[config.mk]
export PLATFORM = sky130hd
export DESIGN_NAME = pt_walker
export DESIGN_NICKNAME = d
export VERILOG_FILES = /design/src/rtl/ptw_pkg.sv /design/src/rtl/ptw_addr_gen.sv /design/src/rtl/ptw_entry_eval.sv /design/src/rtl/pt_walker.sv
export SDC_FILE = /design/constraint.sdc
export NUM_CORES = 1
export LEC_CHECK = 0
export BUFFER_PORTS_ARGS = -buffer_cell sky130_fd_sc_hd__buf_2
export CORE_UTILIZATION = 30
export DETAILED_ROUTE_END_ITERATION = 12
export HOLD_SLACK_MARGIN = 0.06
export PLACE_DENSITY = 0.57
export SLEW_MARGIN = 20
export SYNTH_ARGS = -nofsm -noshare
export SYNTH_HDL_FRONTEND = slang
export SYNTH_SLANG_ARGS = --single-unit
[constraint.sdc]
create_clock -name clk -period 4 [get_ports clk]
set_input_delay 0 -clock clk [delete_from_list [all_inputs] [get_ports clk]]
set_output_delay 0 -clock clk [all_outputs]
set_load 0.03 [all_outputs]
[src/rtl/ptw_pkg.sv]
package ptw_pkg;
  localparam int unsigned WORD_W  = 32;
  localparam int unsigned OFF_W   = 12;
  localparam int unsigned IDX_W   = 10;
  localparam int unsigned FRAME_W = WORD_W - OFF_W;

  localparam int unsigned BIT_PRESENT  = 0;
  localparam int unsigned BIT_WRITABLE = 1;
  localparam int unsigned BIT_ACCESSED = 5;
  localparam int unsigned BIT_MODIFIED = 6;

  typedef enum logic [1:0] {
    FLT_NONE   = 2'b00,
    FLT_ABSENT = 2'b01,
    FLT_PROT   = 2'b10
  } fault_e;

  typedef enum logic [2:0] {
    ST_IDLE, ST_DIR_RD, ST_DIR_CHK, ST_LEAF_RD, ST_LEAF_CHK, ST_WB, ST_RSP
  } walk_state_e;
endpackage

[src/rtl/ptw_addr_gen.sv]
module ptw_addr_gen #(
  parameter int unsigned W     = ptw_pkg::WORD_W,
  parameter int unsigned IDX_W = ptw_pkg::IDX_W,
  parameter int unsigned OFF_W = ptw_pkg::OFF_W
) (
  input  logic [W-1:0] root,
  input  logic [W-1:0] vaddr,
  input  logic [W-1:0] dir_word,
  output logic [W-1:0] dir_addr,
  output logic [W-1:0] leaf_addr
);
  localparam int unsigned PAD_W = W - IDX_W - 2;

  logic [IDX_W-1:0] dir_slot;
  logic [IDX_W-1:0] leaf_slot;

  assign dir_slot  = vaddr[W-1 -: IDX_W];
  assign leaf_slot = vaddr[OFF_W +: IDX_W];

  assign dir_addr  = root + {{PAD_W{1'b0}}, dir_slot, 2'b00};
  assign leaf_addr = {dir_word[W-1:OFF_W], {OFF_W{1'b0}}}
                   + {{PAD_W{1'b0}}, leaf_slot, 2'b00};
endmodule

[src/rtl/ptw_entry_eval.sv]
module ptw_entry_eval
  import ptw_pkg::*;
#(
  parameter int unsigned W = WORD_W
) (
  input  logic [W-1:0] entry,
  input  logic         is_store,
  input  logic         at_leaf,
  output fault_e       fault,
  output logic [W-1:0] upd_word,
  output logic         need_wb
);
  logic [W-1:0] flag_set;

  always_comb begin
    flag_set = '0;
    flag_set[BIT_ACCESSED] = 1'b1;
    flag_set[BIT_MODIFIED] = is_store;
    upd_word = entry | flag_set;

    if (!entry[BIT_PRESENT])
      fault = FLT_ABSENT;
    else if (at_leaf && is_store && !entry[BIT_WRITABLE])
      fault = FLT_PROT;
    else
      fault = FLT_NONE;

    need_wb = at_leaf && (fault == FLT_NONE) && (upd_word != entry);
  end
endmodule

[src/rtl/pt_walker.sv]
module pt_walker
  import ptw_pkg::*;
#(
  parameter int unsigned W     = WORD_W,
  parameter int unsigned IDX_W = ptw_pkg::IDX_W,
  parameter int unsigned OFF_W = ptw_pkg::OFF_W
) (
  input  logic         clk,
  input  logic         rst,
  input  logic         root_load,
  input  logic [W-1:0] root_value,
  input  logic         req_valid,
  output logic         req_ready,
  input  logic [W-1:0] req_vaddr,
  input  logic         req_write,
  output logic         rsp_valid,
  output logic [W-1:0] rsp_paddr,
  output logic [1:0]   rsp_fault,
  output logic         rsp_level,
  output logic         mem_rd_en,
  output logic         mem_wr_en,
  output logic [W-1:0] mem_addr,
  output logic [W-1:0] mem_wdata,
  input  logic [W-1:0] mem_rdata
);
  walk_state_e  state;
  logic [W-1:0] root_q;
  logic [W-1:0] va_q;
  logic         store_q;

  logic [W-1:0] dir_addr, leaf_addr, upd_word;
  fault_e       ent_fault;
  logic         need_wb;

  ptw_addr_gen #(.W(W), .IDX_W(IDX_W), .OFF_W(OFF_W)) u_addr (
    .root      (root_q),
    .vaddr     (va_q),
    .dir_word  (mem_rdata),
    .dir_addr  (dir_addr),
    .leaf_addr (leaf_addr)
  );

  ptw_entry_eval #(.W(W)) u_eval (
    .entry    (mem_rdata),
    .is_store (store_q),
    .at_leaf  (state == ST_LEAF_CHK),
    .fault    (ent_fault),
    .upd_word (upd_word),
    .need_wb  (need_wb)
  );

  always_ff @(posedge clk) begin
    if (rst) begin
      root_q <= '0;
    end else if (root_load) begin
      root_q <= root_value;
    end
  end

  always_ff @(posedge clk) begin
    if (rst) begin
      state     <= ST_IDLE;
      va_q      <= '0;
      store_q   <= 1'b0;
      req_ready <= 1'b1;
      rsp_valid <= 1'b0;
      rsp_paddr <= '0;
      rsp_fault <= FLT_NONE;
      rsp_level <= 1'b0;
      mem_rd_en <= 1'b0;
      mem_wr_en <= 1'b0;
      mem_addr  <= '0;
      mem_wdata <= '0;
    end else begin
      mem_rd_en <= 1'b0;
      mem_wr_en <= 1'b0;
      rsp_valid <= 1'b0;
      unique case (state)
        ST_IDLE: begin
          if (req_valid && req_ready) begin
            va_q      <= req_vaddr;
            store_q   <= req_write;
            req_ready <= 1'b0;
            state     <= ST_DIR_RD;
          end
        end
        ST_DIR_RD: begin
          mem_rd_en <= 1'b1;
          mem_addr  <= dir_addr;
          state     <= ST_LEAF_RD;
        end
        ST_LEAF_RD: begin
          state <= ST_DIR_CHK;
        end
        ST_DIR_CHK: begin
          if (ent_fault != FLT_NONE) begin
            rsp_valid <= 1'b1;
            rsp_fault <= ent_fault;
            rsp_level <= 1'b0;
            rsp_paddr <= '0;
            state     <= ST_RSP;
          end else begin
            mem_rd_en <= 1'b1;
            mem_addr  <= leaf_addr;
            state     <= ST_WB;
          end
        end
        ST_WB: begin
          if (mem_rd_en) begin
            state <= ST_LEAF_CHK;
          end else begin
            rsp_valid <= 1'b1;
            state     <= ST_RSP;
          end
        end
        ST_LEAF_CHK: begin
          rsp_fault <= ent_fault;
          if (ent_fault != FLT_NONE) begin
            rsp_valid <= 1'b1;
            rsp_level <= 1'b1;
            rsp_paddr <= '0;
            state     <= ST_RSP;
          end else begin
            rsp_level <= 1'b0;
            rsp_paddr <= {mem_rdata[W-1:OFF_W], va_q[OFF_W-1:0]};
            if (need_wb) begin
              mem_wr_en <= 1'b1;
              mem_wdata <= upd_word;
              state     <= ST_WB;
            end else begin
              rsp_valid <= 1'b1;
              state     <= ST_RSP;
            end
          end
        end
        ST_RSP: begin
          req_ready <= 1'b1;
          state     <= ST_IDLE;
        end
        default: state <= ST_IDLE;
      endcase
    end
  end

  AST_BUSY_NOT_READY: assert property (@(posedge clk) disable iff (rst)
    (state != ST_IDLE) |-> !req_ready);
  AST_RSP_SINGLE_PULSE: assert property (@(posedge clk) disable iff (rst)
    rsp_valid |=> !rsp_valid);
  AST_RD_WR_EXCLUSIVE: assert property (@(posedge clk) disable iff (rst)
    !(mem_rd_en && mem_wr_en));
  AST_WB_MARKS_ACCESSED: assert property (@(posedge clk) disable iff (rst)
    mem_wr_en |-> (mem_wdata[BIT_ACCESSED] && mem_wdata[BIT_PRESENT]));
  AST_WB_MARKS_MODIFIED: assert property (@(posedge clk) disable iff (rst)
    (mem_wr_en && store_q) |-> mem_wdata[BIT_MODIFIED]);
  AST_PROT_NO_WRITE: assert property (@(posedge clk) disable iff (rst)
    (rsp_valid && rsp_fault == FLT_PROT) |-> !$past(mem_wr_en));
  AST_OK_AT_LEVEL0: assert property (@(posedge clk) disable iff (rst)
    (rsp_valid && rsp_fault == FLT_NONE) |-> !rsp_level);
endmodule

# Yosys cells after proc, flatten, opt, wreduce, memory -nomap -nowiden
# Cells that the tools add are included.
# totals
ff_bits	171
latchBits	0
ramBits	0
out_inout_bits	103
in_bits	101
mem_count	0
word_cells	73
mem_bits_ro	0
# op_classes
n_div	0
bitwise	3
addsub	2
n_eq_ne	10
multipliers	0
reduce_logical	18
n_lt_le_gt_ge	0
n_shift	0
mux	27
# op_table
op	count
case mux 32 bit (2 select lines)	2
two-way mux 32 bit	3
adder 32 x 12 -> 32 bit	2
!= test 32 bit	1
bitwise OR 32 x 7 -> 32 bit	1
case mux 3 bit (6 select lines)	1
two-way mux 2 bit	7
equality test 3 bit (second input constant)	3
two-way mux 1 bit	8
AND reduction 2 bit	4
nonzero test 2 bit	4
equality test 3 x 2 -> 1 bit (second input constant)	2
!= test 2 bit (second input constant)	3
case mux 1 bit (2 select lines)	3
logical AND 1 bit	5
case mux 2 bit (2 select lines)	1
equality test 3 x 1 -> 1 bit (second input constant)	1
logical NOT 3 bit	1
two-way mux 3 bit	1
case mux 1 bit (3 select lines)	1
AND reduction 3 bit	1
OR reduction 3 bit	1
logical NOT 2 bit	1
NOT 1 bit	2
logical NOT 1 bit	1

# Longest topological paths before layout
# logic_depth
word_depth	11
ltp_mapped	9
depth_no_buf	8

# Cells and area by module
# From an unflattened synthesis, not the netlist that was laid out.
# unflattened
cells_unflattened	848
hier_area_um2	7651.1
# modules_own_cells
module	n_inst	area_per_inst_um2	seq_area_each_um2	cells_each
pt_walker	1	6282.3	3423.3	664
ptw_addr_gen	1	1086.0	0.0	145
ptw_entry_eval	1	282.8	0.0	39

# Worst setup path before layout
# OpenSTA, ideal clock, no wires.
# synth_path
path_kind	register to register
start	register root_q[8]
end	register mem_addr[17]
stages_incl_launch_ff	8
arrival_time_ns	1.878
t_required_ns	3.897
period_less_slack_ns	1.981
path_buffers	0
path_slack_ns	2.019
setup_ns	0.103
cell_sequence	dfxtp_1 -> ha_1 -> a21o_1 -> a211oi_2 -> a21oi_1 -> o211ai_2 -> mux2i_1 -> a2111oi_2
# synth_via
elab_chain_cells	2
# synth_rtl
element	line_no	rtl
start, declared	pt_walker.sv:27	logic [W-1:0] root_q;
start signal, assigned	pt_walker.sv:56	root_q <= root_value;
adder 32 x 12 -> 32 bit	ptw_addr_gen.sv:20	assign dir_addr = root + {{PAD_W{1'b0}}, dir_slot, 2'b00};
case mux 32 bit (2 select lines)	pt_walker.sv:78	unique case (state)
end signal, assigned	pt_walker.sv:89	mem_addr <= dir_addr;
end signal, assigned	pt_walker.sv:104	mem_addr <= leaf_addr;
end, declared	pt_walker.sv:22	output logic [W-1:0] mem_addr,
# No other way between the ends.
# A chain may end at the register's enable or synchronous reset.

# Worst setup path in the final report
# layout_path
start	register state[2]
end	register mem_wdata[30]
# layout_via
elab_chain_cells	9
word_cells_on_any_way	11
classes_between	1 x eq/ne; 2 x mux; 1 x bitwise; 7 x reduce/logical
# layout_rtl
element	line_no	rtl
start, declared	pt_walker.sv:26	walk_state_e state;
start signal, assigned	pt_walker.sv:62	state <= ST_IDLE;
start signal, assigned	pt_walker.sv:84	state <= ST_DIR_RD;
start signal, assigned	pt_walker.sv:90	state <= ST_LEAF_RD;
equality test 3 bit *	pt_walker.sv:46, pt_walker.sv:78	
logical AND 1 bit (2 in series)	ptw_entry_eval.sv:23	else if (at_leaf && is_store && !entry[BIT_WRITABLE])
two-way mux 2 bit	ptw_entry_eval.sv:23	
two-way mux 2 bit	ptw_entry_eval.sv:21	if (!entry[BIT_PRESENT])
logical NOT 2 bit	ptw_entry_eval.sv:28	need_wb = at_leaf && (fault == FLT_NONE) && (upd_word != entry);
logical AND 1 bit (2 in series)	ptw_entry_eval.sv:28	
AND reduction 3 bit (no source line) *	-	
end signal, assigned	pt_walker.sv:128	mem_wdata <= upd_word;
end, declared	pt_walker.sv:23	output logic [W-1:0] mem_wdata,
# Mark *: on every way between the ends. The rest lies on a longest branch, timed or not.

==> results summary <==
The flow ran to the end, and the final reports show no timing, DRC or antenna violations. The maximum level of the CTS H-tree came out at 4. The number of distinct standard cells referenced by the synthesized netlist is 55. The portion of total power attributed to sequential cells is 40.2%. The fill cell total of the finished layout came out at 2370. The number of nets in the synthesized netlist is 963. The global-route wire length before repair came out at 34760 um. The area of the die came out at about 0.025 mm2. The clock tree from TritonCTS is yes. The routed layout has 6978 vias. The worst setup path is captured at a flip-flop. The number of buffers inserted by port buffering is 203. The number of placement rows is 56. The fraction of layout instances using a drive strength above 1 is a little under a quarter. The cell count after synthesis came out at 851.

The clock period minus final worst setup slack came out at 2.889 ns. Once detailed placement completed, the half-perimeter wirelength came to 15600 um. The final routed wirelength across all metal layers came out at around 23000 um. For the worst-skew pair, the clock arrives at the later sink with an insertion delay of 0.44 ns. The final setup violation count came out at 0. Setup repair after global routing left no endpoint under its margin. The kind of path behind the tightest hold check is in2reg. The number of antenna violations at the first check in global routing came to 0. The pre-antenna-repair detailed-routing pass consisted of 5 iterations. The setup TNS came out at 0 ns.

In this run, the combinational gates consume 28.4% of the power. For this run, the register share of the synthesized area comes to 47.58%. The I/O pin count is 204.

Counting flops with a built-in enable in the synthesized netlist gives 0. The cell area after synthesis came out at just over 0.007 mm2. The highest net fanout along the worst path came out at 19. The critical path is of the reg2reg type. The startpoint class of the critical path is a flip-flop.

Summed over all cells, the static leakage comes to 4.345 nW. The clock network fraction of total power is 31.4%. The repair_antennas step left the layout with diodes totalling 0. In the routed design, unresolved DRC markers number 0. The core box area is ~0.023 mm2.

The internal power component is 3.232 mW. The residual antenna-violating net count after detailed routing is 0. The headroom to the max-slew limit came out at 32.11%.

Between clock sinks in the finished design, the worst skew comes to 0.01463 ns. Clock tree synthesis found a total of 171 sinks. On the final layout, the worst hold slack is 0.3243 ns.

Max-cap violations in this run came to 0. The overall global routing resource usage came out at between 15 and 20%. Using the TritonRoute via totals, the vias-per-cell ratio works out to 4.779. The finished layout holds 1460 standard cells, fillers aside. A synthesized cell averages 8.454 um2.

The share of synthesized flip-flops with an asynchronous set or reset came out at 0%. The cell sitting at the root of the clock tree is a sky130_fd_sc_hd__clkbuf_16. Measured along the y axis, the die boundary spans 156.9 um.

The number of global-route vias before repair came to 6491. The congestion estimate from routability-driven global placement came to approximately 0.8. The maximum number of buffers from clock root to sink is 2.

The routed length per instance came out at 15.66 um. The pin count of the biggest net entering global routing came out at 76. The critical path required time came out at 4.38 ns.

The ratio of total power to cell area is slightly above 500 mW/mm2. The final-report hold violation count is 0. Yosys printed 0 warnings. The die outline width is 156.9 um.

The net load switching power is between 1.5 and 2 mW. The worst ir drop on vdd came out at approximately 270 uV. The instance count after placement with tap cells included is around 1300. The maximum clock frequency came out at about 350 MHz. The final global-route overflow total came out at 0.

Clock-pin slew was measured on the worst setup and hold paths at ~0.070 ns. The effective utilization at floorplan came out at 30.65%. The flop and latch count out of synthesis is 171. The number of pins with negative max-slew slack in the final report came to 0. The first routing iteration left 369 violations.

From synthesis to final layout, the design area changed by 39.62%. The most frequently used flop master after synthesis is sky130_fd_sc_hd__dfxtp_1. The total CTS buffers is 17.

The data arrival at the endpoint of the critical path is around 3.3 ns. The net count of the finished layout came out at 1240. The final critical path takes up between 70% and 80% of the cycle. The slew at the pin with the worst max-slew slack came out at 1.018 ns. The fraction of power spent switching nets came out at a little under two fifths.
==> cells by family after synthesis <==
kind of cell,after synthesis,share of synthesized area (%)
AO/OA/AOI/OAI,207,17.69
buffers and inverters,69,4.487
flip-flops,171,47.58
adder cells (fa/ha/maj),11,2.017
AND/OR/NAND/NOR,335,20.50
multiplexers,37,5.165
XOR/XNOR,21,2.556
==> registers in the layout, summed over array words and instances (netlist names) <==
| register | cells |
|---|---|
| mem_wdata | 32 |
| rsp_paddr | 32 |
| root_q | 32 |
| rsp_valid | 1 |
| state | 3 |
| mem_addr | 32 |
| va_q | 32 |
| rsp_fault | 2 |
| rsp_level | 1 |
| req_ready | 1 |
| mem_wr_en | 1 |
| mem_rd_en | 1 |
| store_q | 1 |
==> layout make-up <==
type / instances / area [um2] / area share, %
clock buffer: 17 / 425.4 / 4.235
clock inverter: 15 / 151.4 / 1.507
inverter: 6 / 22.52 / 0.2242
multi-input combinational: 611 / 3451 / 34.35
sequential: 171 / 3423 / 34.08
tap: 319 / 399.1 / 3.974
timing repair buffer: 321 / 2172 / 21.62
==> timing repair <==
action | in CTS | in global routing
hold buffers | 107 | 0
hold endpoints to repair | 138 | 0
buffers inserted | 0 | 0
gates resized for setup | 0 | 0
==> synthesized netlist by cell type (2+ instances only) <==
cell type | number | area, um2
sky130_fd_sc_hd__xor2_1 | 16 | 140.1
sky130_fd_sc_hd__a21o_1 | 6 | 45.04
sky130_fd_sc_hd__and4_1 | 2 | 17.52
sky130_fd_sc_hd__buf_2 | 10 | 50.05
sky130_fd_sc_hd__a22oi_1 | 32 | 240.2
sky130_fd_sc_hd__clkbuf_8 | 4 | 55.05
sky130_fd_sc_hd__nor4_1 | 3 | 18.77
sky130_fd_sc_hd__dfxtp_1 | 171 | 3423
sky130_fd_sc_hd__mux2i_1 | 36 | 360.4
sky130_fd_sc_hd__or3_1 | 5 | 31.28
sky130_fd_sc_hd__xnor2_1 | 5 | 43.79
sky130_fd_sc_hd__nand2b_1 | 6 | 37.54
sky130_fd_sc_hd__inv_1 | 6 | 22.52
sky130_fd_sc_hd__a211oi_1 | 6 | 45.04
sky130_fd_sc_hd__nand2_1 | 161 | 604.3
sky130_fd_sc_hd__and2_1 | 3 | 18.77
sky130_fd_sc_hd__nor3_1 | 3 | 15.01
sky130_fd_sc_hd__o211ai_2 | 2 | 25.02
sky130_fd_sc_hd__o22ai_1 | 12 | 75.07
sky130_fd_sc_hd__clkbuf_1 | 41 | 153.9
sky130_fd_sc_hd__buf_4 | 3 | 22.52
sky130_fd_sc_hd__o21a_1 | 2 | 15.01
sky130_fd_sc_hd__o21ai_0 | 14 | 70.07
sky130_fd_sc_hd__a311oi_1 | 4 | 35.03
sky130_fd_sc_hd__nand4_1 | 12 | 75.07
sky130_fd_sc_hd__nand3_1 | 15 | 75.07
sky130_fd_sc_hd__o21bai_1 | 2 | 15.01
sky130_fd_sc_hd__a31oi_1 | 3 | 18.77
sky130_fd_sc_hd__o211ai_1 | 6 | 45.04
sky130_fd_sc_hd__nor2_1 | 95 | 356.6
sky130_fd_sc_hd__nor3b_2 | 2 | 25.02
sky130_fd_sc_hd__ha_1 | 10 | 125.1
sky130_fd_sc_hd__buf_1 | 5 | 18.77
sky130_fd_sc_hd__nand3b_1 | 4 | 30.03
sky130_fd_sc_hd__nor2b_1 | 2 | 12.51
sky130_fd_sc_hd__a21oi_1 | 107 | 535.5
sky130_fd_sc_hd__a31o_2 | 2 | 17.52
sky130_fd_sc_hd__and3_1 | 16 | 100.1
==> layer usage <==
layer	up-vias	GRT usage, %	wire [um]
li1	3513	-	-
met1	3275	23.91	10850
met5	-	0	0
met4	0	5.369	292
met3	18	4.736	1067
met2	172	29.95	10660
==> power by group through the flow <==
stage	sequential (mW)	combinational (mW)	clock [mW]
CTS	2.07	1.47	1.67
finish	2.07	1.46	1.62
floorplan	2.29	0.766	0
global route	2.09	1.60	1.73
detailed placement	2.11	1.38	0
global placement	2.10	1.38	0
==> cells in the final DEF (no fill, tap or decap), types with 6 or more instances in the layout <==
cell type and n:
sky130_fd_sc_hd__buf_2 202, sky130_fd_sc_hd__dfxtp_1 171, sky130_fd_sc_hd__nand2_1 161, sky130_fd_sc_hd__a21oi_1 107, sky130_fd_sc_hd__dlygate4sd3_1 107, sky130_fd_sc_hd__nor2_1 95, sky130_fd_sc_hd__mux2i_1 36, sky130_fd_sc_hd__a22oi_1 32
sky130_fd_sc_hd__clkbuf_16 17, sky130_fd_sc_hd__and3_1 16, sky130_fd_sc_hd__xor2_1 16, sky130_fd_sc_hd__nand3_1 15, sky130_fd_sc_hd__o21ai_0 14, sky130_fd_sc_hd__nand4_1 12, sky130_fd_sc_hd__o22ai_1 12, sky130_fd_sc_hd__buf_4 12
sky130_fd_sc_hd__ha_1 10, sky130_fd_sc_hd__inv_1 6, sky130_fd_sc_hd__nand2b_1 6, sky130_fd_sc_hd__a21o_1 6, sky130_fd_sc_hd__o211ai_1 6, sky130_fd_sc_hd__a211oi_1 6, sky130_fd_sc_hd__inv_8 6
==> per-stage QoR <==
step                      util [%]  instance area [um2]  power (mW)  worst slack [ns]
after floorplan                  -                 7194       3.056             2.019
after global placement       35.77                 8397       3.481             1.682
after detailed placement     35.77                 8397       3.490             1.628
after CTS                    42.79                10040       5.204             1.116
after global routing         42.79                10040       5.430            0.8733
final                        42.79                10040       5.151             1.111
==> worst max-delay path, stage by stage (launching register included) <==
cell and delay [ns]:
sky130_fd_sc_hd__dfxtp_1 0.67, sky130_fd_sc_hd__nand3_1 0.18, sky130_fd_sc_hd__nor2_2 0.31, sky130_fd_sc_hd__and2_1 0.56, sky130_fd_sc_hd__buf_4 0.35, sky130_fd_sc_hd__nand2_1 0.08
sky130_fd_sc_hd__a21oi_1 0.12, sky130_fd_sc_hd__dlygate4sd3_1 0.56
==> final timing paths <==
path	slack [ns]	endpoint	start	depth (start not counted)
worst min-delay path	0.32	root_q[24]	root_load	3
worst max register to register	1.11	mem_wdata[30]	state[2]	7
worst min register to register	0.45	mem_addr[0]	mem_addr[0]	2
worst max-delay path	1.11	mem_wdata[30]	state[2]	7
(Power assumes the default switching activity.)
